===== src/rtl/bridge_ctrl_regs.sv =====
module bridge_ctrl_regs #(
  parameter int DATA_W    = 32,
  parameter int NUM_WORDS = 28,
  parameter int ADDR_W    = 5,
  parameter int GEN_IDX   = 1,
  parameter int RST_BIT   = 2,
  parameter int SET_IDX   = 12,
  parameter int CLR_IDX   = 13,
  parameter int EN_IDX    = 14,
  parameter int STAT_IDX  = 15
) (
  input  logic              clk,
  input  logic              rst_n,
  input  logic              bus_wr,
  input  logic [ADDR_W-1:0] bus_addr,
  input  logic [DATA_W-1:0] bus_wdata,
  output logic [DATA_W-1:0] bus_rdata,
  input  logic [DATA_W-1:0] irq_pending,
  output logic              sys_rst_pulse
);

  localparam logic [ADDR_W-1:0] A_GEN  = ADDR_W'(GEN_IDX);
  localparam logic [ADDR_W-1:0] A_SET  = ADDR_W'(SET_IDX);
  localparam logic [ADDR_W-1:0] A_CLR  = ADDR_W'(CLR_IDX);
  localparam logic [ADDR_W-1:0] A_EN   = ADDR_W'(EN_IDX);
  localparam logic [ADDR_W-1:0] A_STAT = ADDR_W'(STAT_IDX);

  function automatic logic [DATA_W-1:0] dflt(input int i);
    case (i)
      0:       return DATA_W'(32'h0000_0C40);
      1:       return DATA_W'(32'h0000_1384);
      2:       return DATA_W'(32'h2BFF_8010);
      3:       return DATA_W'(32'h255E_0091);
      4:       return DATA_W'(32'h0000_6140);
      7:       return DATA_W'(32'h0000_01FF);
      8:       return DATA_W'(32'h0000_01FF);
      26:      return DATA_W'(32'h0000_0008);
      27:      return DATA_W'(32'h1000_0000);
      default: return '0;
    endcase
  endfunction

  logic [DATA_W-1:0] store_q [NUM_WORDS];
  logic [DATA_W-1:0] en_q, stat_q;
  logic              pulse_q;

  wire in_map = {1'b0, bus_addr} < (ADDR_W+1)'(NUM_WORDS);
  wire hit    = bus_wr && in_map;
  wire rise   = hit && bus_addr == A_GEN && !store_q[GEN_IDX][RST_BIT] && bus_wdata[RST_BIT];

  always_ff @(posedge clk or negedge rst_n) begin
    if (!rst_n) begin
      for (int i = 0; i < NUM_WORDS; i++) store_q[i] <= dflt(i);
      en_q    <= '0;
      stat_q  <= '0;
      pulse_q <= 1'b0;
    end else begin
      stat_q  <= irq_pending;
      pulse_q <= rise;
      if (hit && bus_addr != A_EN && bus_addr != A_STAT) store_q[bus_addr] <= bus_wdata;
      if (hit && bus_addr == A_SET) en_q <= en_q | bus_wdata;
      else if (hit && bus_addr == A_CLR) en_q <= en_q & ~bus_wdata;
    end
  end

  always_comb begin
    bus_rdata = '0;
    if (in_map) begin
      if (bus_addr == A_EN)        bus_rdata = en_q;
      else if (bus_addr == A_STAT) bus_rdata = stat_q;
      else                         bus_rdata = store_q[bus_addr];
    end
  end

  assign sys_rst_pulse = pulse_q;

  assert_set_or_R3: assert property (@(posedge clk) disable iff (!rst_n)
    (bus_wr && bus_addr == A_SET) |=> ((en_q & $past(bus_wdata)) == $past(bus_wdata)));

  assert_clr_and_R4: assert property (@(posedge clk) disable iff (!rst_n)
    (bus_wr && bus_addr == A_CLR) |=> ((en_q & $past(bus_wdata)) == '0));

  assert_en_hold_R5: assert property (@(posedge clk) disable iff (!rst_n)
    !(bus_wr && (bus_addr == A_SET || bus_addr == A_CLR)) |=> $stable(en_q));

  assert_stat_follow_R6: assert property (@(posedge clk) disable iff (!rst_n)
    rst_n |=> (stat_q == $past(irq_pending)));

  assert_pulse_single_R7: assert property (@(posedge clk) disable iff (!rst_n)
    sys_rst_pulse |=> !sys_rst_pulse);

  assert_pulse_cause_R8: assert property (@(posedge clk) disable iff (!rst_n)
    $rose(sys_rst_pulse) |-> $past(bus_wr && bus_addr == A_GEN && bus_wdata[RST_BIT]));

  always_comb if (rst_n && !in_map) assert_unmapped_zero_R9: assert (bus_rdata == '0);

endmodule


===== config.mk =====
export PLATFORM = sky130hd
export DESIGN_NAME = bridge_ctrl_regs
export DESIGN_NICKNAME = d
export VERILOG_FILES = /design/src/rtl/bridge_ctrl_regs.sv
export SDC_FILE = /design/constraint.sdc
export NUM_CORES = 1
export LEC_CHECK = 0
export ABC_AREA = 0
export BUFFER_PORTS_ARGS = -buffer_cell sky130_fd_sc_hd__buf_2
export CORE_ASPECT_RATIO = 0.75
export CORE_MARGIN = 2
export CORE_UTILIZATION = 55
export DETAILED_ROUTE_END_ITERATION = 16
export GPL_ROUTABILITY_DRIVEN = 1
export PLACE_DENSITY = 0.81
export SETUP_SLACK_MARGIN = 0.2
export SLEW_MARGIN = 20
export SYNTH_ARGS = -nofsm -noshare
export SYNTH_HDL_FRONTEND = slang
export SYNTH_SLANG_ARGS = --single-unit

===== constraint.sdc =====
create_clock -name clk -period 2.85 [get_ports clk]
set_input_delay 0.285 -clock clk [delete_from_list [all_inputs] [get_ports clk]]
set_output_delay 0.285 -clock clk [all_outputs]
set_load 0.1 [all_outputs]

# Word level (Yosys, flattened, before mapping)
# Index checks and enable logic that the tools add are counted.
# word_totals
reg_bits,961
out_inout_bits,33
word_cells,67
# classes
magnitude_cmp,3
eq_ne,7
muxes,11
bitwise,4
reduce_logical,11
# ops
cell,count
$bwmux W896,1
$mux W32,8
$bmux W32 S5,1
$demux W32 S5,1
$and A32 B32 Y32,1
$not A32 Y32,1
$or A32 B32 Y32,1
$eq A5 B4 Y1 const B,4
$ne A5 B4 Y1 const B,2
$logic_and A1 B1 Y1,9
$ge A6 B6 Y1 const B,1
$lt A6 B1 Y1 const B,1
$not A5 Y6,1
$eq A5 B1 Y1 const B,1
$lt A5 B5 Y1 const B,1
$reduce_bool A2 Y1,1
$logic_not A1 Y1,1

# Depth between registers and ports, before layout
# Gate-level depths: netlist of run 1.
# depth
word_depth,7
mapped_depth,9

# Least setup slack after synthesis of run 1
# Ideal clock, no wire load.
# synth_path
path_type,input to output
startpoint,input bus_addr[0]
endpoint,output bus_rdata[19]
arrival_time_ns,2.978
required_time_ns,2.565
slack_ns,-0.413
cell_stages,8
n_path_buf,4
cell_sequence,buf_4 -> or4_1 -> clkbuf_1 -> buf_2 -> buf_2 -> o22ai_1 -> nor4_1 -> o21ai_1
# synth_between
elab_chain_len,7
word_cells_on_any_way,10
# synth_lines
item,line,source
from (decl),15,"input logic [ADDR_W-1:0] bus_addr,"
$not A5 Y6 (implied by the code),71,else bus_rdata = store_q[bus_addr];
$bmux W32 S5,71,
$mux W32 (implied by the code) (2 in a row),71,
$mux W32,70,else if (bus_addr == A_STAT) bus_rdata = stat_q;
$mux W32,69,if (bus_addr == A_EN) bus_rdata = en_q;
$mux W32 *,68,if (in_map) begin
to (decl),17,"output logic [DATA_W-1:0] bus_rdata,"
# Mark *: on every way between the ends. The rest lies on a longest branch, timed or not. The select of a mux whose other input is x is not followed.

# Worst setup path after layout of run 1
# layout_path
startpoint,register store_q[520] (netlist bit)
endpoint,output bus_rdata[8]
# layout_between
elab_chain_len,6
# layout_lines
item,line,source
from (decl),43,logic [DATA_W-1:0] store_q [NUM_WORDS];
"from (signal, indexed assignment)",60,if (hit && bus_addr != A_EN && bus_addr != A_STAT) store_q[bus_addr] <= bus_wdata;
$bmux W32 S5,71,
$mux W32 (implied by the code) (2 in a row),71,
$mux W32,70,
$mux W32,69,
$mux W32,68,
# Every way passes these cells. The select of a mux whose other input is x is not followed.

==> summary.md, run 1 <==
| Metric | Value |
|---|---|
| Minimum setup slack in the final design | `-0.0114 ns` |
| Final RePlAce weighted congestion | `0.867` |
| Overall die width | `326 µm` |
| Most frequently used flop master after synthesis | `sky130_fd_sc_hd__dfrtp_1` |
| Setup total negative slack | `-0.0197 ns` |
| Number of placed instances, taps included | `4183` |
| Violation count after the first detailed-routing iteration | `2864` |
| MaxCap Viol Count | `0` |
| Wire length of the first global-routing pass | `185 mm` |
| Arrival time at the worst endpoint | `2.58 ns` |
| Avg WL per Cell | `28.0 µm` |
| Total die area | `0.0800 mm²` |
| Crit Reg-Reg Startpoint | `store_q[834]$_DFFE_PN1P_` |
| Clock-pin slew on the worst setup and hold paths | `0.06 ns` |
| Clock latency of the later-clocked register in the worst-skew pair | `0.68 ns` |
| Maximum number of pins on one net before global-route repair | `137` |
| Pleak | `23.8 nW` |
| Number of fill cells | `5108` |
| Post-layout net count | `3352` |
| Result of the run | `finished with violations` |
| List of cells traversed by the critical path | `mux2i_1 > o22ai_2 > or4_4 > nor4_4 > buf_4 > o21ai_4 > buf_12` |
| RSZ-0062 raised after global routing | `true` |
| Data required time of the critical path | `2.57 ns` |
| Violated checks | `setup timing` |
| Count of mapped cells out of synthesis | `3182` |
| Total number of placement rows | `88` |
| Clock tree from TritonCTS | `yes` |
| Drt drc | `0` |
| Initial antenna violation count | `10` |
| ANT nets after route | `0` |
| Number of nets produced by synthesis | `3254` |
| HP Class | `input port to register` |
| Area growth from synthesis to layout | `18.4%` |
| Post-Route WL | `123 mm` |
| Mean Syn Cell Area | `13.4 µm²` |
| Starting Density | `55.6%` |
| Achievable frequency | `349 MHz` |
| Worst Hold Margin | `0.0754 ns` |
| TritonCTS Buffers | `90` |
| Number of hold-slack violations in the final timing report | `0` |
| Slew headroom | `46.1%` |
| Clock tree root buffer cell | `sky130_fd_sc_hd__clkbuf_16` |
| Overall via count from detail_route | `28300` |
| Flip-flop and latch count after synthesis | `960` |
| Combined area of all synthesized cells | `0.0428 mm²` |
| H-tree lvl count | `3` |
| Via count of the first global-routing pass | `29400` |
| Hold Path Origin | `bus_wdata[18]` |
| First element of the critical path | `store_q[520]$_DFFE_PN0P_` |
| Die outline height | `245 µm` |
| Max Transition Viols Final | `0` |
| Final core utilization | `65.8%` |
| Crit path kind | `register to output port` |
| Layout cell share with drive strength beyond 1 | `43.1%` |
| Synthesis warning total | `0` |
| Register area share after synthesis | `56.3%` |
| Max IR drop VDD | `482 µV` |
| Delay of the slowest critical-path stage | `0.53 ns` |
| Ratio of final minimum period to clock period | `100%` |
| Maximum fanout along the worst path | `2` |
| Post-synth EDFFs | `0` |
| Share of flip-flops with an asynchronous set or reset | `100%` |
| Placed cell areas | `0.0462 mm²` |
| Detail Placement HPWL | `72.3 mm` |
| Crit end category | `output port` |
| Total non-filler cell area in the finished layout | `0.0506 mm²` |
| Per-cell via count in the routed design | `6.44` |
| Buffers added on ports | `104` |
| Synth unique cells | `45` |
| Total Routing Usage GR | `30.6%` |
| Top library cells by usage in the layout, fill and taps aside | `903 x sky130_fd_sc_hd__dfrtp_1, 770 x sky130_fd_sc_hd__mux2_2, 436 x sky130_fd_sc_hd__mux2i_1, 182 x sky130_fd_sc_hd__o22ai_1, 133 x sky130_fd_sc_hd__buf_4` |
| Final setup violation count | `2` |
| Core region area | `0.0770 mm²` |
| Transition time of the tightest slew-check pin | `0.808 ns` |
| Minimum clock period after layout | `2.86 ns` |
| Post-route insts no fill | `4395` |
| Cell at the slowest stage of the critical path | `sky130_fd_sc_hd__or4_4` |
| Power density over the cells | `712 mW/mm²` |
| Clock Path Buffers | `3` |
| Clock Skew | `0.0175 ns` |
| 1st-pass router iterations | `7` |
| Clock sinks | `960` |
| Most common cell after layout, fill and taps aside | `sky130_fd_sc_hd__dfrtp_1` |
| Startpoint type of the worst setup path | `register` |
| GRT Residual Overflow | `0` |
| Number of I/O pins | `105` |
## state kept, by name (all words and copies together) (netlist names), named ones only
signal	flops
store_q	895
stat_q	32
sys_rst_pulse	1
## per-stage QoR
stage	worst slack, ns	power, mW
after floorplan	0.114	21.1
after global placement	-0.0269	22.8
after detailed placement	-0.0802	23.3
after CTS	0.00245	36.0
after global routing	-0.0617	37.3
final	-0.0114	36.1
## path summary, 6_finish.rpt
| kind | to | slack, ns | depth (start not counted) |
|---|---|---|---|
| max | bus_rdata[8] | -0.01 | 7 |
| min | store_q[466]$_DFFE_PN0P_ | 0.08 | 3 |
| max reg2reg | sys_rst_pulse$_DFF_PN0_ | 2.00 | 1 |
| min reg2reg | store_q[389]$_DFFE_PN0P_ | 0.38 | 0 |
| max in group asynchronous | store_q[84]$_DFFE_PN0P_ | 1.57 | 3 |
| min in group asynchronous | store_q[567]$_DFFE_PN0P_ | 0.12 | 2 |
## where the power goes
part | switching (mW) | internal (mW)
clock network | 5.41 | 7.11
logic | 3.06 | 3.20
registers | 1.29 | 16.0
## cell usage after synthesis (all sizes together), types with 6 or more instances
cell type / instances / area, µm²
nor4: 36 / 238
o22ai: 192 / 1200
nand2: 131 / 494
dfstp: 57 / 1500
clkbuf: 159 / 597
nand4bb: 6 / 77.6
or4: 32 / 240
buf: 176 / 943
mux2: 800 / 9010
a22o: 32 / 280
mux2i: 447 / 4470
o21ai: 63 / 315
or3: 32 / 200
dfrtp: 903 / 22600
nor2: 78 / 295
## cell families (layout without fill, tap and decap cells)
kind of cell,after synthesis,count (layout),synth area share (%)
AO/OA/AOI/OAI,291,291,4.27
multiplexers,1247,1247,31.5
AND/OR/NAND/NOR,346,346,4.23
flip-flops,960,960,56.3
other,0,3,0
buffers and inverters,338,513,3.63
## area by class of cell
cell class,count,area (µm²),share of cell area [%]
Antenna cell,3,7.51,0.0148
Clock buffer,124,2560,5.06
Multi-Input combinational cell,1884,18300,36.2
Inverter,3,11.3,0.0222
Timing Repair Buffer,341,3780,7.46
Clock inverter,45,539,1.07
Tap cell,1035,1290,2.56
Sequential cell,960,24100,47.6
## metal layers
layer / vias up / wire length, µm / track usage (%)
met2: 1368 / 56100 / 46.5
met4: 8 / 4540 / 11.7
met3: 298 / 11000 / 7.08
li1: 11700 / - / -
met5: - / 38 / 0
met1: 15000 / 51400 / 43.0
## what timing repair did
action,4_1_cts,5_1_grt
endpoints found under the hold margin,277,0
pin swaps,11,11
resized for setup,119,30
hold buffers,33,0
setup endpoints to repair,32,32
cloned,2,1
buffers inserted,0,4
## worst max-delay path, delay by kind of cell, from the launching register on
family / cells / cell delay, ns
simple gates: 2 / 0.71
compound gates: 2 / 0.21
mux: 1 / 0.21
buf+inv: 2 / 0.39
flops: 1 / 0.39
(Power assumes the default switching activity.)
==> run 2, diff against run 1 <==
CORE_UTILIZATION = 25   (was 55)
PLACE_DENSITY = 0.48   (was 0.81)
==> run 2 against run 1 <==
Compared with the run above: the run still ends with setup timing left; non-clock buffer count rose by 100; fmax fell by 4.6%; clock power rose by 6%; critical path depth did not move; register-to-register slack got worse by 0.04 ns; via count fell by 4.1%; cell area rose by 5.5%; critical path type unchanged; highest routed layer is now met4.
==> summary.md, run 2 (synthesis gave the netlist of run 1 again) <==
| Metric | Value |
|---|---|
| Result of the run | `finished with violations` |
| Violated checks | `setup timing` |
| End of the worst register-to-register path | `store_q[232]$_DFFE_PN0P_` |
| H-tree lvl count | `3 (unchanged)` |
| Total non-filler cell area in the finished layout | `0.0534 mm² (+5.5%)` |
| Startpoint type of the worst setup path | `register` |
| Max IR drop VDD | `484 µV (+0.36%)` |
| Minimum setup slack in the final design | `-0.150 ns (-0.138 ns)` |
| RSZ-0062 raised after global routing | `true` |
| Layout cell share with drive strength beyond 1 | `44.5% (+1.4 points)` |
| Achievable frequency | `333 MHz (-4.6%)` |
| Setup total negative slack | `-0.375 ns (-0.355 ns)` |
| Final RePlAce weighted congestion | `0.783 (-9.7%)` |
| Top library cells by usage in the layout, fill and taps aside | `903 x sky130_fd_sc_hd__dfrtp_1, 770 x sky130_fd_sc_hd__mux2_2, 431 x sky130_fd_sc_hd__mux2i_1, 206 x sky130_fd_sc_hd__buf_4, 188 x sky130_fd_sc_hd__o22ai_1` |
| Number of flip-flops under the largest register name | `895 (unchanged)` |
| Area growth from synthesis to layout | `24.9%` |
| Post-layout net count | `3463 (+3.3%)` |
| Uppermost layer routed | `met4` |
| Core region area | `0.170 mm² (+120%)` |
| Number of I/O pins | `105 (unchanged)` |
| Clock tree from TritonCTS | `yes` |
| Maximum fanout along the worst path | `2 (unchanged)` |
| Via count of the first global-routing pass | `27800 (-5.3%)` |
| Clock Path Buffers | `3 (unchanged)` |
| Total number of placement rows | `131 (+49%)` |
| WHS Endpoint | `store_q[449]$_DFFE_PN0P_` |
| Worst reg2reg setup slack | `1.96 ns (-0.04 ns)` |
| TritonCTS Buffers | `101 (+12%)` |
| Worst hold path cell count | `3 (unchanged)` |
| Arrival time at the worst endpoint | `2.71 ns (+0.13 ns)` |
| MaxCap Viol Count | `0 (unchanged)` |
| Minimum clock period after layout | `3.00 ns (+0.138 ns)` |
| Per-cell via count in the routed design | `4.73 (-27%)` |
| HP Class | `input port to register` |
| Maximum number of pins on one net before global-route repair | `114 (-17%)` |
| Number of hold-slack violations in the final timing report | `0 (unchanged)` |
| Clock sinks | `960 (unchanged)` |
| Avg WL per Cell | `24.4 µm (-13%)` |
| Post-place setup slack | `-0.687 ns (-0.607 ns)` |
| Crit path kind | `register to output port` |
| First element of the critical path | `store_q[264]$_DFFE_PN0P_` |
| Drt drc | `0 (unchanged)` |
| ANT nets after route | `0 (unchanged)` |
| Met3 routed WL | `6.05 mm (-45%)` |
| Total die area | `0.174 mm² (+120%)` |
| Post-route insts no fill | `5743 (+31%)` |
| Worst R2R Path Depth | `2 (+1)` |
| Detail Placement HPWL | `90.1 mm (+25%)` |
| Transition time of the tightest slew-check pin | `0.756 ns (-0.0522 ns)` |
| Power density over the cells | `688 mW/mm² (-3.4%)` |
| Overall via count from detail_route | `27100 (-4.1%)` |
| Clock latency of the later-clocked register in the worst-skew pair | `0.71 ns (+0.03 ns)` |
| Buffers added on ports | `104 (unchanged)` |
| Overall die width | `482 µm (+48%)` |
| Die outline height | `362 µm (+48%)` |
| Placed cell areas | `0.0486 mm² (+5.3%)` |
| Crit end category | `output port` |
| Pleak | `24.4 nW (+2.4%)` |
| Crit Reg-Reg Startpoint | `store_q[232]$_DFFE_PN0P_` |
| Starting Density | `25.2% (-30 points)` |
| Clock-pin slew on the worst setup and hold paths | `0.06 ns (about the same)` |
| Wire length of the first global-routing pass | `204 mm (+10%)` |
| Clock tree root buffer cell | `sky130_fd_sc_hd__clkbuf_16` |
| Clock Skew | `0.00211 ns (-0.0154 ns)` |
| 1st-pass router iterations | `5 (-2)` |
| Final core utilization | `31.4% (-34 points)` |
| Max Transition Viols Final | `0 (unchanged)` |
| Largest reg by FF count | `store_q` |
| Post-Route WL | `140 mm (+14%)` |
| Hold Path Origin | `bus_wdata[1]` |
| Slew headroom | `49.6% (+3.5 points)` |
| GRT Residual Overflow | `0 (unchanged)` |
| Data required time of the critical path | `2.57 ns (about the same)` |
| Met2 WL post-DR | `61.7 mm (+10%)` |
| Ratio of final minimum period to clock period | `105% (+4.9 points)` |
| Number of placed instances, taps included | `5508 (+32%)` |
| Violation count after the first detailed-routing iteration | `1743 (-39%)` |
| Final setup violation count | `5 (+3)` |
| Total Routing Usage GR | `16.0% (-15 points)` |
| Initial antenna violation count | `17 (+7)` |
| Met1 routed wirelength after detailed routing | `69.7 mm (+36%)` |
| Most common cell after layout, fill and taps aside | `sky130_fd_sc_hd__dfrtp_1` |
## run 2: cell types whose count changed in the layout (fill, tap and decap cells not counted), sizes merged
cell / previous run / this run
clkbuf: 126 / 158
bufbuf: 2 / 0
clkinv: 31 / 26
diode: 3 / 5
bufinv: 8 / 3
dlygate4sd3: 33 / 39
inv: 7 / 3
buf: 304 / 402
## run 2: through the flow
stage / total power [mW] / hold WS [ns]
after floorplan: 21.1 / -0.0106
after global placement: 23.1 / 0.174
after detailed placement: 23.3 / 0.176
after CTS: 37.2 / 0.00264
after global routing: 38.5 / 0.0465
final: 36.7 / 0.0477
## run 2: worst max path at each step
stage / end / slack [ns] / cells after the start
final: bus_rdata[8] / -0.15 / 7
after global routing: bus_rdata[8] / -0.25 / 7
after CTS: bus_rdata[8] / -0.29 / 7
after detailed placement: bus_rdata[8] / -0.69 / 11
after global placement: bus_rdata[8] / -0.70 / 11
after floorplan: bus_rdata[19] / 0.11 / 8
## run 2: final cells by class
class	instances	area [µm²]
Timing Repair Buffer	441	4780
Antenna cell	5	12.5
Multi-Input combinational cell	1884	18400
Clock inverter	31	280
Inverter	3	11.3
Fill cell	16900	117000
Clock buffer	158	2990
Tap cell	2261	2830
Sequential cell	960	24100
## run 2: layer usage
layer	up-vias	track usage, %
met5	-	0
met4	0	3.26
met3	173	2.64
met2	550	24.0
met1	14400	24.0
li1	12000	-
## run 2: power breakdown
group	switching, mW	total, mW	internal [mW]
clock network	5.80	13.3	7.50
registers	1.13	17.1	16.0
logic	3.06	6.33	3.27
## run 2: critical path: stages (launching register included)
cell,delay [ns]
sky130_fd_sc_hd__dfrtp_1,0.39
sky130_fd_sc_hd__mux2i_2,0.25
sky130_fd_sc_hd__o22ai_1,0.11
sky130_fd_sc_hd__or3_4,0.35
sky130_fd_sc_hd__nor4_4,0.45
sky130_fd_sc_hd__buf_4,0.20
sky130_fd_sc_hd__o21ai_4,0.07
sky130_fd_sc_hd__buf_12,0.18
## run 2: repair_timing
item,4_1_cts,5_1_grt
hold buffers,39,0
resized for setup,191,18
pin swaps,16,19
endpoints found under the hold margin,562,0
setup buffers,1,1
setup endpoints to repair,32,32
